## config.mk

```make
export PLATFORM = sky130hd
export DESIGN_NAME = nand_page_seq
export DESIGN_NICKNAME = d
export VERILOG_FILES = /design/src/rtl/nand_seq_pkg.sv /design/src/rtl/nand_strobe_tmr.sv /design/src/rtl/nand_byte_ctr.sv /design/src/rtl/nand_page_seq.sv
export SDC_FILE = /design/constraint.sdc
export NUM_CORES = 1
export LEC_CHECK = 0
export BUFFER_PORTS_ARGS = -buffer_cell sky130_fd_sc_hd__buf_4
export CORE_MARGIN = 2
export CORE_UTILIZATION = 55
export CTS_CLUSTER_SIZE = 16
export DETAILED_ROUTE_END_ITERATION = 7
export GPL_TIMING_DRIVEN = 0
export HOLD_SLACK_MARGIN = 0.08
export PLACE_DENSITY = 0.89
export SYNTH_ARGS = -nofsm -noshare
export SYNTH_HDL_FRONTEND = slang
export SYNTH_SLANG_ARGS = --single-unit
```

## constraint.sdc

```tcl
create_clock -name clk -period 2.8 [get_ports clk]
set_input_delay 0.56 -clock clk [delete_from_list [all_inputs] [get_ports clk]]
set_output_delay 0.56 -clock clk [all_outputs]
set_load 0.01 [all_outputs]
```

## src/rtl/nand_seq_pkg.sv

```systemverilog
package nand_seq_pkg;

   localparam int PG_W = 17;

   localparam logic [7:0] OPC_READ  = 8'h00;
   localparam logic [7:0] OPC_PROG  = 8'h80;
   localparam logic [7:0] OPC_CONF  = 8'h10;

   typedef enum logic [3:0] {
      SQ_IDLE, SQ_CEN, SQ_CMD, SQ_ADDR, SQ_RWAIT, SQ_RDATA,
      SQ_WDATA, SQ_CONF, SQ_PLO, SQ_PHI, SQ_DONE
   } sq_state_t;

   // address byte for cycle idx of a full-page access (column = 0)
   function automatic logic [7:0] addr_byte(input logic [1:0] idx,
                                            input logic [PG_W-1:0] pg);
      logic [7:0] b;
      case (idx)
         2'd0:    b = 8'h00;
         2'd1:    b = pg[7:0];
         2'd2:    b = pg[15:8];
         default: b = {7'b0, pg[16]};
      endcase
      return b;
   endfunction

endpackage

```

## src/rtl/nand_strobe_tmr.sv

```systemverilog
module nand_strobe_tmr #(
   parameter int LO = 2,
   parameter int HI = 2
) (
   input  logic clk,
   input  logic rst_n,
   input  logic go,
   output logic active,
   output logic rise,
   output logic fin,
   output logic busy
);
   localparam int TOT = LO + HI;
   localparam int CW  = $clog2(TOT + 1);

   if (LO < 1 || HI < 1) begin : g_bad_phase
      $error("strobe phases must each be at least one clock");
   end

   logic          run;
   logic [CW-1:0] cnt;

   always_ff @(posedge clk or negedge rst_n) begin
      if (!rst_n) begin
         run <= 1'b0;
         cnt <= '0;
      end else if (!run) begin
         if (go) begin
            run <= 1'b1;
            cnt <= '0;
         end
      end else if (cnt == CW'(TOT - 1)) begin
         run <= 1'b0;
         cnt <= '0;
      end else begin
         cnt <= cnt + 1'b1;
      end
   end

   assign active = run && (cnt < CW'(LO));
   assign rise   = run && (cnt == CW'(LO - 1));
   assign fin    = run && (cnt == CW'(TOT - 1));
   assign busy   = run;

   // a launched pulse drives the strobe low on the next clock
   a_r4_pulse_starts: assert property (@(posedge clk) disable iff (!rst_n)
      (go && !run) |=> active);
   // after the last low clock the strobe is high
   a_r4_pulse_ends: assert property (@(posedge clk) disable iff (!rst_n)
      rise |=> !active);

endmodule

```

## src/rtl/nand_byte_ctr.sv

```systemverilog
module nand_byte_ctr #(
   parameter int COUNT = 512
) (
   input  logic clk,
   input  logic rst_n,
   input  logic clr,
   input  logic inc,
   output logic full
);
   localparam int  BW   = $clog2(COUNT + 1);
   localparam bit  POW2 = (COUNT & (COUNT - 1)) == 0;

   if (COUNT < 1) begin : g_bad_count
      $error("page byte count must be positive");
   end

   logic [BW-1:0] cnt;

   always_ff @(posedge clk or negedge rst_n) begin
      if (!rst_n)              cnt <= '0;
      else if (clr)            cnt <= '0;
      else if (inc && !full)   cnt <= cnt + 1'b1;
   end

   if (POW2) begin : g_pow2
      assign full = cnt[BW-1];
   end else begin : g_cmp
      assign full = (cnt == BW'(COUNT));
   end

endmodule

```

## src/rtl/nand_page_seq.sv

```systemverilog
module nand_page_seq
   import nand_seq_pkg::*;
#(
   parameter int PAGE_BYTES   = 512,
   parameter int WE_LO        = 2,
   parameter int WE_HI        = 2,
   parameter int RE_LO        = 2,
   parameter int RE_HI        = 1,
   parameter int SETTLE       = 4,
   parameter int BUSY_TIMEOUT = 1024
) (
   input  logic            clk,
   input  logic            rst_n,
   input  logic            start,
   input  logic            op_prog,
   input  logic [PG_W-1:0] page_num,
   output logic            busy,
   output logic            done,
   output logic            err,
   input  logic [7:0]      wr_data,
   input  logic            wr_valid,
   output logic            wr_ready,
   output logic [7:0]      rd_data,
   output logic            rd_valid,
   input  logic            rd_ready,
   output logic            nand_ce_n,
   output logic            nand_cle,
   output logic            nand_ale,
   output logic            nand_we_n,
   output logic            nand_re_n,
   output logic [7:0]      nand_dq_o,
   output logic            nand_dq_oe,
   input  logic [7:0]      nand_dq_i,
   input  logic            nand_rb
);
   localparam int TW = $clog2(BUSY_TIMEOUT + 1);

   if (SETTLE < 1 || SETTLE >= BUSY_TIMEOUT) begin : g_bad_wait
      $error("SETTLE must lie between 1 and BUSY_TIMEOUT-1");
   end

   sq_state_t       st, st_n;
   logic            op_q, err_q, rdv_q, tmo;
   logic [PG_W-1:0] page_q;
   logic [1:0]      aidx;
   logic [7:0]      dq_q, dq_n, rdd_q;
   logic [TW-1:0]   wcnt;
   logic            we_go, we_act, we_rise, we_fin, we_busy;
   logic            re_go, re_act, re_rise, re_fin, re_busy;
   logic            full;

   nand_strobe_tmr #(.LO(WE_LO), .HI(WE_HI)) u_we (
      .clk(clk), .rst_n(rst_n), .go(we_go),
      .active(we_act), .rise(we_rise), .fin(we_fin), .busy(we_busy));

   nand_strobe_tmr #(.LO(RE_LO), .HI(RE_HI)) u_re (
      .clk(clk), .rst_n(rst_n), .go(re_go),
      .active(re_act), .rise(re_rise), .fin(re_fin), .busy(re_busy));

   nand_byte_ctr #(.COUNT(PAGE_BYTES)) u_cnt (
      .clk(clk), .rst_n(rst_n), .clr(st == SQ_IDLE),
      .inc((wr_valid && wr_ready) || re_rise), .full(full));

   always_comb begin
      st_n     = st;
      we_go    = 1'b0;
      re_go    = 1'b0;
      wr_ready = 1'b0;
      dq_n     = dq_q;
      tmo      = 1'b0;
      unique case (st)
         SQ_IDLE:  if (start) st_n = SQ_CEN;
         SQ_CEN:   st_n = SQ_CMD;
         SQ_CMD: begin
            we_go = !we_busy;
            dq_n  = op_q ? OPC_PROG : OPC_READ;
            if (we_fin) st_n = SQ_ADDR;
         end
         SQ_ADDR: begin
            we_go = !we_busy;
            dq_n  = addr_byte(aidx, page_q);
            if (we_fin && aidx == 2'd3) st_n = op_q ? SQ_WDATA : SQ_RWAIT;
         end
         SQ_RWAIT: begin
            if (wcnt >= TW'(SETTLE) && nand_rb) st_n = SQ_RDATA;
            else if (wcnt == TW'(BUSY_TIMEOUT)) begin st_n = SQ_DONE; tmo = 1'b1; end
         end
         SQ_RDATA: begin
            re_go = !re_busy && !rdv_q && !full;
            if (full && !re_busy && !rdv_q) st_n = SQ_DONE;
         end
         SQ_WDATA: begin
            wr_ready = !we_busy && !full;
            we_go    = wr_valid && wr_ready;
            dq_n     = wr_data;
            if (full && !we_busy) st_n = SQ_CONF;
         end
         SQ_CONF: begin
            we_go = !we_busy;
            dq_n  = OPC_CONF;
            if (we_fin) st_n = SQ_PLO;
         end
         SQ_PLO: begin
            if (!nand_rb) st_n = SQ_PHI;
            else if (wcnt == TW'(BUSY_TIMEOUT)) begin st_n = SQ_DONE; tmo = 1'b1; end
         end
         SQ_PHI: begin
            if (nand_rb) st_n = SQ_DONE;
            else if (wcnt == TW'(BUSY_TIMEOUT)) begin st_n = SQ_DONE; tmo = 1'b1; end
         end
         SQ_DONE:  st_n = SQ_IDLE;
         default:  st_n = SQ_IDLE;
      endcase
   end

   always_ff @(posedge clk or negedge rst_n) begin
      if (!rst_n) begin
         st     <= SQ_IDLE;
         op_q   <= 1'b0;
         page_q <= '0;
         err_q  <= 1'b0;
         aidx   <= 2'd0;
         wcnt   <= '0;
         dq_q   <= 8'h00;
         rdv_q  <= 1'b0;
         rdd_q  <= 8'h00;
      end else begin
         st <= st_n;
         if (st == SQ_IDLE && start) begin
            op_q   <= op_prog;
            page_q <= page_num;
            err_q  <= 1'b0;
         end else if (tmo) begin
            err_q  <= 1'b1;
         end
         if (st == SQ_IDLE)                 aidx <= 2'd0;
         else if (st == SQ_ADDR && we_fin)  aidx <= aidx + 2'd1;
         if (st_n != st)                          wcnt <= '0;
         else if (wcnt != TW'(BUSY_TIMEOUT))      wcnt <= wcnt + 1'b1;
         if (we_go) dq_q <= dq_n;
         if (re_rise) begin
            rdd_q <= nand_dq_i;
            rdv_q <= 1'b1;
         end else if (rdv_q && rd_ready) begin
            rdv_q <= 1'b0;
         end
      end
   end

   assign busy       = (st != SQ_IDLE);
   assign done       = (st == SQ_DONE);
   assign err        = done && err_q;
   assign rd_valid   = rdv_q;
   assign rd_data    = rdd_q;
   assign nand_ce_n  = (st == SQ_IDLE) || (st == SQ_DONE);
   assign nand_cle   = (st == SQ_CMD) || (st == SQ_CONF);
   assign nand_ale   = (st == SQ_ADDR);
   assign nand_we_n  = !we_act;
   assign nand_re_n  = !re_act;
   assign nand_dq_o  = dq_q;
   assign nand_dq_oe = (st == SQ_CMD) || (st == SQ_ADDR) ||
                       (st == SQ_WDATA) || (st == SQ_CONF);

   // latch enables exclusive, read and write strobes exclusive
   a_r12_latch_excl: assert property (@(posedge clk) disable iff (!rst_n)
      !(nand_cle && nand_ale));
   a_r12_strobe_excl: assert property (@(posedge clk) disable iff (!rst_n)
      !(!nand_we_n && !nand_re_n));
   // idle means every flash strobe inactive
   a_r1_idle_quiet: assert property (@(posedge clk) disable iff (!rst_n)
      !busy |-> (nand_ce_n && nand_we_n && nand_re_n && !nand_cle && !nand_ale && !nand_dq_oe));
   // no byte latched without chip enable
   a_r2_ce_on_write: assert property (@(posedge clk) disable iff (!rst_n)
      !nand_we_n |-> !nand_ce_n);
   // bus released while the flash drives it
   a_r5_bus_released: assert property (@(posedge clk) disable iff (!rst_n)
      !nand_re_n |-> !nand_dq_oe);
   // a presented byte is held until taken
   a_r6_rd_hold: assert property (@(posedge clk) disable iff (!rst_n)
      (rd_valid && !rd_ready) |=> (rd_valid && $stable(rd_data)));
   // read strobe high after its final clock
   a_r6_re_end: assert property (@(posedge clk) disable iff (!rst_n)
      re_fin |=> nand_re_n);
   // write strobe high after its rising clock
   a_r4_we_high: assert property (@(posedge clk) disable iff (!rst_n)
      we_rise |=> nand_we_n);
   // done lasts one clock and leads to idle
   a_r9_done_pulse: assert property (@(posedge clk) disable iff (!rst_n)
      done |=> (!done && !busy));
   // a start during an operation leaves its page and opcode alone
   a_r11_start_ignored: assert property (@(posedge clk) disable iff (!rst_n)
      (start && busy) |=> ($stable(page_q) && $stable(op_q)));

endmodule

```

---- Yosys cells after proc, flatten, opt, wreduce, memory -nomap -nowiden ----
Index checks and enable logic that the tools add are counted.
Widths: inputs -> output; s select.
cells by class
  add/sub/neg operators ................... 5
  $lt $le $gt $ge ......................... 3
  equal/unequal tests ..................... 19
  muxes and demuxes ....................... 45
  reductions and logical operators ........ 44
operator list
  kind                   count
  $mux 4                 10
  $pmux 4 s10            1
  $pmux 8 s4             1
  $pmux 8 s3             1
  $mux 11                2
  $mux 10                2
  $logic_and 1x1->1      19
  $eq 4x3->1 const B     4
  $mux 1                 16
  $reduce_bool 2->1      7
  $eq 4x4->1 const B     3
  $mux 2                 6
  $add 11x1->11 const B  1
  $eq 11x11->1 const B   1
  $ge 11x3->1 const B    1
  $ne 11x11->1 const B   1
  $add 10x1->10 const B  1
  $mux 3                 3
  $eq 4x2->1 const B     2
  $mux 8                 1
  $reduce_bool 4->1      2
  $eq 2x2->1 const B     3
  $logic_not 1->1        6
  $logic_or 1x1->1       6
  other kinds (14)       16
word-level totals
  bits in registers ....................... 70
  input port bits ......................... 40
  output and inout port bits .............. 27
  logic and storage cells ................. 130

---- Logic depth before layout (Yosys ltp) ----
  word-level depth ........................ 8
  depth in mapped cells ................... 10
  gate-level depth less buffers ........... 8

---- Hierarchy ----
From an unflattened synthesis, not the netlist that was laid out.
unflattened totals
  cell total of the unflattened synthesis .. 371
  area total of the unflattened synthesis .. 3,833.7 sq um
modules (own cells, without submodules)
  module                   instances  cells each  area an instance (sq um)  sequential area each (sq um)
  nand_page_seq            1          291         2,977.9                   1,326.3
  nand_byte_ctr            1          51          503.0                     250.2
  nand_strobe_tmr at u_we  1          19          219.0                     100.1
  nand_strobe_tmr at u_re  1          10          133.9                     75.1

---- Worst setup path after synthesis ----
No wires, ideal clock.
  kind .................................... flip-flop to flip-flop
  start point ............................. register wcnt[7]
  end point ............................... register wcnt[0]
  library setup time ...................... 80 ps
  arrival ................................. 2,131 ps
  required time ........................... 2,720 ps
  setup slack ............................. 588 ps
  cell stages (with the launch flop) ...... 9
  buffers on the path ..................... 2
  clock period less this slack ............ 2,212 ps
  path through ............................ dfrtp_1 or4_4 or3_1 buf_6 nand4b_2 nand4_2 xor2_1 buf_6 nor3_2
between the ends
  word-level cells in the longest chain between the ends .. 6
  elaborated cells on any way between the ends .. 12
  those cells by class .................... 1 x order compare; 3 x eq/ne; 6 x mux; 2 x reduce/logical
RTL lines
  what                                                 RTL line                                                         source
  start, declared                                      nand_page_seq.sv:47                                              logic [TW-1:0] wcnt;
  start signal, assigned                               nand_page_seq.sv:139                                             else if (wcnt != TW'(BUSY_TIMEOUT)) wcnt <= wcnt + 1'b1;
  $ge 11x3->1 / $eq 11x11->1 (equally long branches)   --
  $logic_and 1x1->1 / $mux 4 (equally long branches)   --
  $mux 4 (on tied branches)                            nand_page_seq.sv:85, nand_page_seq.sv:104, nand_page_seq.sv:108
  $pmux 4 s10 *                                        nand_page_seq.sv:71                                              unique case (st)
  named net st_n[0]                                    nand_page_seq.sv:42                                              sq_state_t st, st_n;
  $ne 4x4->1 *                                         nand_page_seq.sv:138                                             if (st_n != st) wcnt <= '0;
  $mux 11 / $reduce_bool 2->1 (equally long branches)  --
The timed path passes the listed nets; every way through them passes the cells marked *.
A chain may end at the register's enable or synchronous reset.

---- Final worst setup path ----
  start point ............................. register st[3]
  end point ............................... output port nand_ce_n
between the ends
  word-level cells in the longest chain between the ends .. 2
  elaborated cells on any way between the ends .. 3
  those cells by class .................... 1 x eq/ne; 2 x reduce/logical
RTL lines
  what                                                  RTL line              source
  start, declared                                       nand_page_seq.sv:42
  start signal, assigned                                nand_page_seq.sv:128  st <= st_n;
  $eq 4x4->1 / $logic_not 4->1 (equally long branches)  nand_page_seq.sv:155  assign nand_ce_n = (st == SQ_IDLE) || (st == SQ_DONE);
  $logic_or 1x1->1 *                                    nand_page_seq.sv:155
  end, declared                                         nand_page_seq.sv:26   output logic nand_ce_n,
Every way passes the cells marked *; elsewhere a longest branch is shown, timed or not.

==> summary by stage <==
Run status
The run finished with clean final reports.

STA
The hold violation count in the final report is 0. In the finished design, the share of the clock period the worst path needs comes to 93.9%. After layout, the minimum clock period comes to 2630 ps.

The worst path setup slack after routing is 170 ps. Setup violations remaining at the end of the flow were counted as 0. For the pin with the worst max-slew slack, the measured transition is 864 ps. Setup repair after global routing left no endpoint under its margin. The total negative slack is 0 ps. The worst pin sits at a relative slew slack of 42.4%. The max-slew violation count is 0.

The achievable frequency is 380 MHz. The worst clock skew is 8.31 ps.

Final layout
The net total in the final layout is 474. The most common cell after layout, fill and taps aside is dfrtp_1. In the layout the commonest cells are 70 x dfrtp_1, 65 x buf_4, 39 x nand2_1, 32 x nor2_1, 18 x mux2_2. Summing all flip-flop and latch instances after layout gives 1750 um2. The non-filler instance count after layout is 508.

The filler cell count in the final layout is 490. The number of antenna diodes in the final layout is 0. The relative area change from synthesis to final layout is 22.6%. The total area of multi-input combinational cells is 1720 um2. Of the cells placed in the final design, the portion with a size suffix greater than 1 is 26.2%.

Global route
The met3 usage is 7.18%. The remaining global-route overflow is 0. The number of antenna violations at the first check in global routing is 0. In this run the most used layer during global routing was met2.

Global routing consumed, over all layers together, 24.1% of the routing resources. For met2 alone, demand over resource in global routing was 39.9%. The first global-routing pass estimated 13.7 mm of wire. The via count of the first global-routing pass is 2879. In the global route stage, met1 resource usage came out at 31.6%. The pin count of the biggest net entering global routing is 71.

CTS
The number of buffers on the longest clock path is 2. The buffer type at the clock tree root is clkbuf_8. Hold repair after CTS inserted 0 buffers.

Counting the buffers created by CTS gives 9. The clock drives 70 sinks. TritonCTS built the clock tree. The H-tree was split into 3 levels. The clock latency of the later-clocked register in the worst-skew pair is 350 ps. The clock transition at the register clock pins on the worst setup and hold paths after CTS is 70 ps.

Pwr
In this run the power density over the cells is 830 nW/um2. The design draws 0.00364 W. The cell internal power dissipation is 0.00238 W.

The switching part of the total power is 34.7%. The leakage dissipation is 2.04 nW. The clock share of power is 24.0%. Combinational logic is responsible for 35.9% of the overall power. For this design the total switching power over the nets is 0.00126 W. IR analysis of the VDD net gives a maximum drop of 0.000661 V. Registers are responsible for 40.1% of the overall power.

Die
The floorplan step defined a core boundary enclosing 6310 um2. In this run the vertical extent of the chip is 84.7 um. 67 I/O pins were placed.

The starting utilization of the core area is 56.8%. The floorplan step set the die width to 84.7 um. The die covers 7180 um2.

The row count is 29.

Setup path
STA classifies the critical path endpoint as a primary output. On the critical path the largest part of the delay comes from simple AND/OR/NAND/NOR gates. For the worst setup path, the data required time is 2240 ps. The arrival time of the worst setup path is 2070 ps. The cell with the biggest individual delay on the critical path is nor2b_1. The worst setup path is launched from a register. The signal on the critical path passes through clkbuf_1, nor2b_1, and2_1, or2_2, buf_4. The worst setup path is of the reg -> out kind.

The largest driver fanout on the critical path is 10. The total buffers and inverters traversed by the critical path is 2. The largest single stage delay on the critical path is 510 ps.

Route
After detailed routing, the number of vias per cell comes to 5.63. The initial DRC count is 141. The total number of vias is 2861. The wire length after detailed routing is 7.96 mm. The iteration count of the initial detailed-routing pass is 5.

The detail route stage leaves a number of antenna-violating nets equal to 0. For this run, design rule violations remaining after detail routing come to 0. Dividing the detail-routed wire length by the instance count gives 15.7 um.

Synthesis
Yosys mapped a number of flops with a built-in enable equal to 0. In this run the cell area of the synthesized design comes to 3580 um2. The number of distinct library cell variants in the gate-level netlist after synthesis is 57.

The Yosys step of the flow raised 0 warnings. The primary flip-flop cell chosen by synthesis mapping is dfrtp_1. In the synthesized netlist the async set-or-reset flop fraction comes to 100%. The post-synthesis average cell area is 10.2 um2.

The number of synthesized register bits is 70. Counting every net in the synthesized netlist gives 398. The share of the Yosys chip area taken by registers is 48.9%. Synthesis produced a netlist whose cell count is 350.

Placement
The final weighted congestion in routability-driven placement is 0.914. The HPWL reported at the end of detailed placement is 5.77 mm. The total of buffers placed on input and output ports is 65. The number of placed instances with taps included is 492. The worst slack at placement is 148 ps.

Min path
The class of the most critical hold timing path is in -> async.

Run
The number of max-capacitance violations reported is 0.
per-layer routing:
| layer | vias up | routed length, um |
|---|---|---|
| met1 | 1387 | 3460 |
| met3 | 7 | 486 |
| met5 | - | 0 |
| li1 | 1375 | - |
| met2 | 92 | 3940 |
| met4 | 0 | 80 |
power groups by stage:
stage,logic (W),registers [W],clock network (W)
CTS,0.00131,0.00146,0.000895
detailed placement,0.00130,0.00147,0
floorplan,0.000866,0.00144,0
global placement,0.00125,0.00145,0
global route,0.00145,0.00149,0.000943
finish,0.00131,0.00146,0.000874
worst paths after layout:
kind,start,end,slack (ps),depth (start not counted)
max,st[3],nand_ce_n,170,5
min in group clk,rd_ready,rd_valid,400,2
max reg2reg,st[1],nand_dq_o[5],310,7
min reg2reg,err_q,err_q,490,1
max in group asynchronous,rst_n,u_cnt.cnt[4],1900,1
min,rst_n,page_q[14],310,1
cell type report:
class	count	share of cell area, %
Buffer	17	1.82
Inverter	12	1.03
Timing Repair Buffer	65	11.1
Tap cell	77	2.19
Multi-Input combinational cell	251	39.1
Clock buffer	10	2.91
Sequential cell	70	39.9
Clock inverter	6	1.97
Yosys cell counts, types with 5 or more instances:
cell type,number,area (um2)
dfrtp_1,70,1750
nand2_1,39,146
nor2_1,32,120
mux2_2,18,203
o21ai_0,14,70.1
clkbuf_1,13,48.8
nand3_1,13,65.1
xnor2_1,11,96.3
inv_1,10,37.5
mux2_1,9,101
xor2_1,9,78.8
a22oi_1,8,60.1
ha_1,8,100
nor2b_1,7,43.8
a21oi_1,6,30.0
a22o_1,6,52.6
nand2b_1,6,37.5
and3_1,5,31.3
nor3_1,5,25.0
logic make-up (layout without fill, tap and decap cells):
group                      after synthesis  after routing  share of synthesized area [%]
AOI/OAI and AO/OA                       58             58                           10.9
xor gates and xnor gates                20             20                           4.89
adders and majority gates                8              8                           2.79
buffers and inverters                   29            110                           3.46
DFF                                     70             70                           48.9
muxes                                   30             30                           9.32
and+or+nand+nor                        135            135                           19.8
registers in the layout (all words and copies together) (netlist names), 2 cells and up:
register / flops
u_cnt.cnt: 10
st: 4
rd_data: 8
nand_dq_o: 8
wcnt: 11
aidx: 2
u_we.cnt: 3
u_re.cnt: 2
page_q: 17
repair_timing:
item / CTS / global route
setup endpoints to repair: 1 / 1
setup buffers: 0 / 0
resized for setup: 1 / 2
pin swaps: 0 / 0
stage by stage:
step                area (um2)  hold slack, ps  utilization [%]
floorplan                 3580             264                -
global placement          4170             468             66.0
detailed placement        4170             480             66.0
CTS                       4390             346             69.5
global route              4390             381             69.6
finish                    4390             306             69.6
(Power assumes the default switching activity.)
